`src/rtl/rd_occ_pkg.sv`:
```
package rd_occ_pkg;
  typedef enum logic {
    ST_IDLE = 1'b0,
    ST_RUN  = 1'b1
  } run_state_e;
endpackage

```
`src/rtl/rd_occ_ctrl.sv`:
```
module rd_occ_ctrl
  import rd_occ_pkg::*;
(
  input  logic clk_i,
  input  logic rst_ni,
  input  logic cfg_wr_i,
  input  logic stop_i,
  output logic en_o,
  output logic clr_o
);
  run_state_e state_q;

  always_ff @(posedge clk_i or negedge rst_ni) begin
    if (!rst_ni)       state_q <= ST_IDLE;
    else if (cfg_wr_i) state_q <= ST_RUN;   // write beats stop
    else if (stop_i)   state_q <= ST_IDLE;
  end

  assign en_o  = (state_q == ST_RUN);
  assign clr_o = cfg_wr_i;

  AST_WR_ARMS: assert property (@(posedge clk_i) disable iff (!rst_ni)
    cfg_wr_i |=> en_o);
  AST_STOP_HALTS: assert property (@(posedge clk_i) disable iff (!rst_ni)
    (stop_i && !cfg_wr_i) |=> !en_o);
endmodule

```
`src/rtl/rd_occ_track.sv`:
```
module rd_occ_track #(
  parameter int OCC_W = 11
) (
  input  logic             clk_i,
  input  logic             rst_ni,
  input  logic             en_i,
  input  logic             clr_i,
  input  logic             req_i,
  input  logic             rsp_i,
  output logic [OCC_W-1:0] occ_o,
  output logic [OCC_W-1:0] peak_o
);
  localparam logic [OCC_W-1:0] OCC_MAX = {OCC_W{1'b1}};
  localparam logic [OCC_W-1:0] OCC_ONE = OCC_W'(1);

  logic [OCC_W-1:0] occ_q, occ_d, peak_q;

  always_comb begin
    occ_d = occ_q;
    unique case ({req_i, rsp_i})
      2'b10:   if (occ_q != OCC_MAX) occ_d = occ_q + OCC_ONE;
      2'b01:   if (occ_q != '0)      occ_d = occ_q - OCC_ONE;
      default: occ_d = occ_q;
    endcase
  end

  always_ff @(posedge clk_i or negedge rst_ni) begin
    if (!rst_ni) begin
      occ_q  <= '0;
      peak_q <= '0;
    end else if (clr_i) begin
      occ_q  <= '0;
      peak_q <= '0;
    end else if (en_i) begin
      occ_q <= occ_d;
      if (occ_q > peak_q) peak_q <= occ_q;
    end
  end

  assign occ_o  = occ_q;
  assign peak_o = peak_q;

  AST_OCC_STEP: assert property (@(posedge clk_i) disable iff (!rst_ni)
    (en_i && !clr_i) |=> (occ_q == $past(occ_q)) || (occ_q == $past(occ_q) + OCC_ONE)
                        || (occ_q + OCC_ONE == $past(occ_q)));
  AST_PEAK_MONO: assert property (@(posedge clk_i) disable iff (!rst_ni)
    !clr_i |=> peak_q >= $past(peak_q));
  AST_NO_OVERFLOW: assert property (@(posedge clk_i) disable iff (!rst_ni)
    (en_i && !clr_i && occ_q == OCC_MAX && req_i) |=> occ_q == OCC_MAX);
  AST_NO_UNDERFLOW: assert property (@(posedge clk_i) disable iff (!rst_ni)
    (en_i && !clr_i && occ_q == '0 && rsp_i) |=> occ_q == '0);
  AST_FROZEN: assert property (@(posedge clk_i) disable iff (!rst_ni)
    (!en_i && !clr_i) |=> $stable(occ_q) && $stable(peak_q));
endmodule

```
`src/rtl/rd_occ_accum.sv`:
```
module rd_occ_accum #(
  parameter int OCC_W = 11,
  parameter int SUM_W = 64,
  parameter int ACT_W = 48
) (
  input  logic             clk_i,
  input  logic             rst_ni,
  input  logic             en_i,
  input  logic             clr_i,
  input  logic [OCC_W-1:0] occ_i,
  output logic [SUM_W-1:0] sum_o,
  output logic [ACT_W-1:0] act_o
);
  logic [SUM_W-1:0] sum_q;
  logic [ACT_W-1:0] act_q;
  logic             busy;

  assign busy = (occ_i != '0);

  always_ff @(posedge clk_i or negedge rst_ni) begin
    if (!rst_ni) begin
      sum_q <= '0;
      act_q <= '0;
    end else if (clr_i) begin
      sum_q <= '0;
      act_q <= '0;
    end else if (en_i && busy) begin
      sum_q <= sum_q + SUM_W'(occ_i);
      act_q <= act_q + ACT_W'(1);
    end
  end

  assign sum_o = sum_q;
  assign act_o = act_q;

  AST_IDLE_HOLD: assert property (@(posedge clk_i) disable iff (!rst_ni)
    (!clr_i && !busy) |=> $stable(sum_q) && $stable(act_q));
  AST_ACT_STEP: assert property (@(posedge clk_i) disable iff (!rst_ni)
    (en_i && !clr_i && busy) |=> act_q == $past(act_q) + ACT_W'(1));
  AST_CLEARED: assert property (@(posedge clk_i) disable iff (!rst_ni)
    clr_i |=> (sum_q == '0) && (act_q == '0));
endmodule

```
`src/rtl/rd_occ_perf.sv`:
```
module rd_occ_perf #(
  parameter int OCC_W = 11,
  parameter int SUM_W = 64,
  parameter int ACT_W = 48,
  parameter int REG_W = 32
) (
  input  logic             clk_i,
  input  logic             rst_ni,
  input  logic             req_i,
  input  logic             rsp_i,
  input  logic             cfg_wr_i,
  input  logic             stop_i,
  output logic             en_o,
  output logic [OCC_W-1:0] occ_o,
  output logic [OCC_W-1:0] peak_o,
  output logic [REG_W-1:0] rdata_o,
  output logic [REG_W-1:0] sum_hi_o,
  output logic [ACT_W-1:0] active_o
);
  logic             en, clr;
  logic [OCC_W-1:0] occ;
  logic [SUM_W-1:0] sum;

  rd_occ_ctrl u_ctrl (
    .clk_i, .rst_ni, .cfg_wr_i, .stop_i,
    .en_o (en), .clr_o (clr)
  );

  rd_occ_track #(.OCC_W(OCC_W)) u_track (
    .clk_i, .rst_ni, .en_i (en), .clr_i (clr), .req_i, .rsp_i,
    .occ_o (occ), .peak_o
  );

  rd_occ_accum #(.OCC_W(OCC_W), .SUM_W(SUM_W), .ACT_W(ACT_W)) u_accum (
    .clk_i, .rst_ni, .en_i (en), .clr_i (clr), .occ_i (occ),
    .sum_o (sum), .act_o (active_o)
  );

  assign en_o     = en;
  assign occ_o    = occ;
  assign rdata_o  = sum[REG_W-1:0];
  assign sum_hi_o = sum[SUM_W-1:REG_W];

  AST_ACT_LE_SUM: assert property (@(posedge clk_i) disable iff (!rst_ni)
    {rdata_o, sum_hi_o} != '0 || active_o == '0);
  AST_PEAK_BOUND: assert property (@(posedge clk_i) disable iff (!rst_ni)
    (en && !clr) |=> peak_o >= $past(occ));
endmodule

```
`config.mk`:
```
export PLATFORM = sky130hd
export DESIGN_NAME = rd_occ_perf
export DESIGN_NICKNAME = d
export VERILOG_FILES = /design/src/rtl/rd_occ_pkg.sv /design/src/rtl/rd_occ_ctrl.sv /design/src/rtl/rd_occ_track.sv /design/src/rtl/rd_occ_accum.sv /design/src/rtl/rd_occ_perf.sv
export SDC_FILE = /design/constraint.sdc
export NUM_CORES = 1
export LEC_CHECK = 0
export ABC_AREA = 1
export CORE_MARGIN = 2
export CORE_UTILIZATION = 39
export DETAILED_ROUTE_END_ITERATION = 10
export PLACE_DENSITY = 0.6
export SLEW_MARGIN = 15
export SYNTH_ARGS = -nofsm -noshare
export SYNTH_HDL_FRONTEND = slang
export SYNTH_HIERARCHICAL = 1
export SYNTH_SLANG_ARGS = --single-unit
export TNS_END_PERCENT = 10
```
`constraint.sdc`:
```
create_clock -name clk_i -period 6.66 [get_ports clk_i]
set_clock_uncertainty 0.2 [all_clocks]
set_input_delay 0.666 -clock clk_i [delete_from_list [all_inputs] [get_ports clk_i]]
set_output_delay 0.666 -clock clk_i [all_outputs]
set_load 0.01 [all_outputs]
```
==> flow_summary.toml <==
[finish]
post-route-util = 0.480
multiInputGateArea_um2 = 5750
diodes = 0
fill_cells = 2655
syn2layout_area_growth_pct = 22.2
seqCellArea_um2 = 3380
drive_above_1_share = 0.0600
final_area_um2 = 12400
nets = 1739

[setup_path]
cp_slowest_cell = "dfrtp_1"
required_ns = 6.76
cp_common_cell = "nor2_1"
path_cells = "nor2_1 -> and2_0 -> nand2_2 -> nand2_4 -> nand2_4 -> inv_2 -> nor2_1 -> nand3_1 -> nand2_1 -> nor2_1"
endpoint_kind = "flip-flop"
cp_max_fo = 48
crit_buf_inv = 1
arrival_ns = 3.13
cp-start-kind = "flip-flop"
cpLargestDelayFamily = "simple AND/OR/NAND/NOR gates"
critPathKind = "reg -> reg"
slowest_delay_ns = 0.68

[yosys]
ys_ff_latch = 135
syn_inst = 1574
yosysSeqAreaShare = 0.333
ys_warn_count = 6
synth_edf_count = 0
post_synth_num_cell_types = 53
synth_flop_cell = "dfrtp_1"
syn_area_um2 = 10200
syn_nets = 1607
async_reset_ff_frac = 1.00
avgSynthCellArea_um2 = 6.45

[timing]
timing.slew.headroom = 0.320
setup_tns_ns = 0
maxSlewViolCount = 0
setup_viol = 0
rsz0062_at_grt = "false"
final-hold-violation-count = 0
finalCriticalPeriod_ns = 3.02
fmax_mhz = 331
worst_slew_pin_slew_ns = 1.02
fin_crit_sh = 0.454

[grt]
grt_pass1_wl_mm = 53.3
grt_usage = 0.250
overflow = 0
antenna_found_initial = 0
grt_max_degree = 93
grt_pass1_vias = 10144

[clock_network]
cts_buffers = 17
cts_max_level = 4
clock_path_buffers = 2
hold_buffers = 0
root_buffer = "clkbuf_16"
clkTransAtPathRegs_ns = 0.06
cts_tree = "built"
clkSinkCount = 135
cts_resized = 0
clk_latency_ns = 0.42
post_cts_buffers = 0

[floorplanning]
placementRows = 59
die_w_um = 165
coreArea_um2 = 25800
die_h_um = 165
start_util = 0.393
num_io_pins = 141
fp.dieArea_um2 = 27400

[placed_design]
hpwl_mm = 24.7
postPlaceCellArea_um2 = 11800
gp_congestion = 0.889
numPortBuffers = 140

[drt]
final_antenna_net_count = 0
wl_per_cell_um = 16.2
drc = 0
drt-initial-drc-count = 901
drt_wl_total_mm = 33.3
viasPerCell = 5.23
dr.pass1.iters = 7
num_vias = 10742

[status]
status = "finished, final reports clean"

[power_and_ir_drop]
power.leakage_nw = 5.53
power_density_nw_per_um2 = 178
vdd.ir_drop.worst_mv = 0.151

[min_path]
worstHoldPathType = "in -> async"

[flow_run]
maxCapViolCount = 0
final cells by class:
type / count / area share
repair buffers: 143 / 0.115
clock buffers: 22 / 0.0382
inverters: 223 / 0.0676
clock inverters: 9 / 0.00998
well taps: 335 / 0.0338
flip-flops and latches: 135 / 0.272
multi-input cells: 1186 / 0.463
Yosys cell counts, types with 2 or more instances:
master | n | area, um2
nor2_4 | 9 | 101
nor3b_1 | 6 | 45.0
nand3_1 | 130 | 651
o21bai_1 | 2 | 15.0
ha_1 | 26 | 325
dfrtp_1 | 135 | 3380
buf_2 | 15 | 75.1
nand2_1 | 460 | 1730
nand2_4 | 12 | 135
nand2_2 | 15 | 93.8
nand3b_1 | 5 | 37.5
xnor2_1 | 10 | 87.6
buf_4 | 2 | 15.0
nand3_2 | 2 | 20.0
nor2_2 | 6 | 37.5
nand4_1 | 58 | 363
nor3_2 | 4 | 40.0
inv_2 | 9 | 33.8
buf_6 | 4 | 45.0
clkbuf_1 | 5 | 18.8
nor3_1 | 44 | 220
o22ai_1 | 4 | 25.0
xor2_1 | 4 | 35.0
buf_1 | 2 | 7.51
nor2_1 | 239 | 897
o31ai_1 | 2 | 15.0
a31oi_1 | 2 | 12.5
o21ai_0 | 53 | 265
nand4_2 | 3 | 37.5
a21oi_1 | 53 | 265
nor3b_2 | 4 | 50.1
o21ai_1 | 14 | 70.1
inv_1 | 213 | 800
o21a_1 | 3 | 22.5
layer usage:
| metal | vias to the layer above | share of wire | global-route usage |
|---|---|---|---|
| met5 | - | 0 | 0 |
| met4 | 0 | 0.023 | 0.0768 |
| met3 | 58 | 0.060 | 0.0380 |
| met2 | 393 | 0.46 | 0.402 |
| met1 | 4989 | 0.45 | 0.346 |
| li1 | 5302 | - | - |
power breakdown:
part	leakage, nW	total (mW)	internal [mW]	switching [mW]
clock network	0.299	0.985	0.614	0.371
logic	3.36	0.351	0.103	0.248
registers	1.88	0.874	0.838	0.0363
total	5.53	2.21	1.56	0.655
sequential cells by signal (all words and copies together), names as in the netlist:
name            flops
u_track/occ_o      11
u_ctrl/en_o         1
u_accum/sum_o      64
u_track/peak_o     11
u_accum/act_o      48
layout by cell type, fill, tap and decap left out, drive strengths merged, types with 6 or more instances in the layout:
cell             n
a21oi           54
nor3b           10
clkdlybuf4s50  139
ha              26
nand4           61
inv            223
clkbuf          22
clkinv           6
xnor2           10
o21ai           67
dfrtp          135
nand2          488
nand3b           6
nor3            49
nand3          132
nor2           254
through the flow:
stage	power, mW	hold slack [ns]	setup WS [ns]	cells
floorplan	1.12	0.170	4.33	1574
global placement	1.24	0.312	3.54	2022
detailed placement	1.24	0.321	3.50	2022
CTS	2.23	0.122	3.67	2053
global route	2.31	0.158	3.46	2053
finish	2.21	0.0923	3.64	2053
cell families (layout without fill, tap and decap cells):
logic type / count (synthesis) / count (layout) / share of synthesized area
adder cells (fa/ha/maj): 27 / 27 / 0.0340
XOR/XNOR: 14 / 14 / 0.0121
AO/OA/AOI/OAI: 140 / 140 / 0.0739
buffers and inverters: 253 / 397 / 0.101
flip-flops: 135 / 135 / 0.333
AND/OR/NAND/NOR: 1005 / 1005 / 0.446
final timing paths:
check | to | start | cells past startpoint | slack (ns)
hold reg to reg | u_accum/act_o[15] | u_accum/act_o[15] | 1 | 0.33
hold / removal | u_track/peak_o[4] | rst_ni | 1 | 0.09
min in group clk_i | u_accum/act_o[15] | u_accum/act_o[15] | 1 | 0.33
setup / recovery | u_accum/sum_o[34] | u_track/occ_o[5] | 10 | 3.64
max in group asynchronous | u_accum/sum_o[27] | rst_ni | 2 | 4.89
setup reg to reg | u_accum/sum_o[34] | u_track/occ_o[5] | 10 | 3.64
worst reg2reg max path, cell delays in order, from the launching register on:
cell and delay, ns:
dfrtp_1 0.68, nor2_1 0.10, and2_0 0.16, nand2_2 0.11, nand2_4 0.22, nand2_4 0.56, inv_2 0.41, nor2_1 0.24
nand3_1 0.11, nand2_1 0.08, nor2_1 0.05
(Power assumes the default switching activity.)
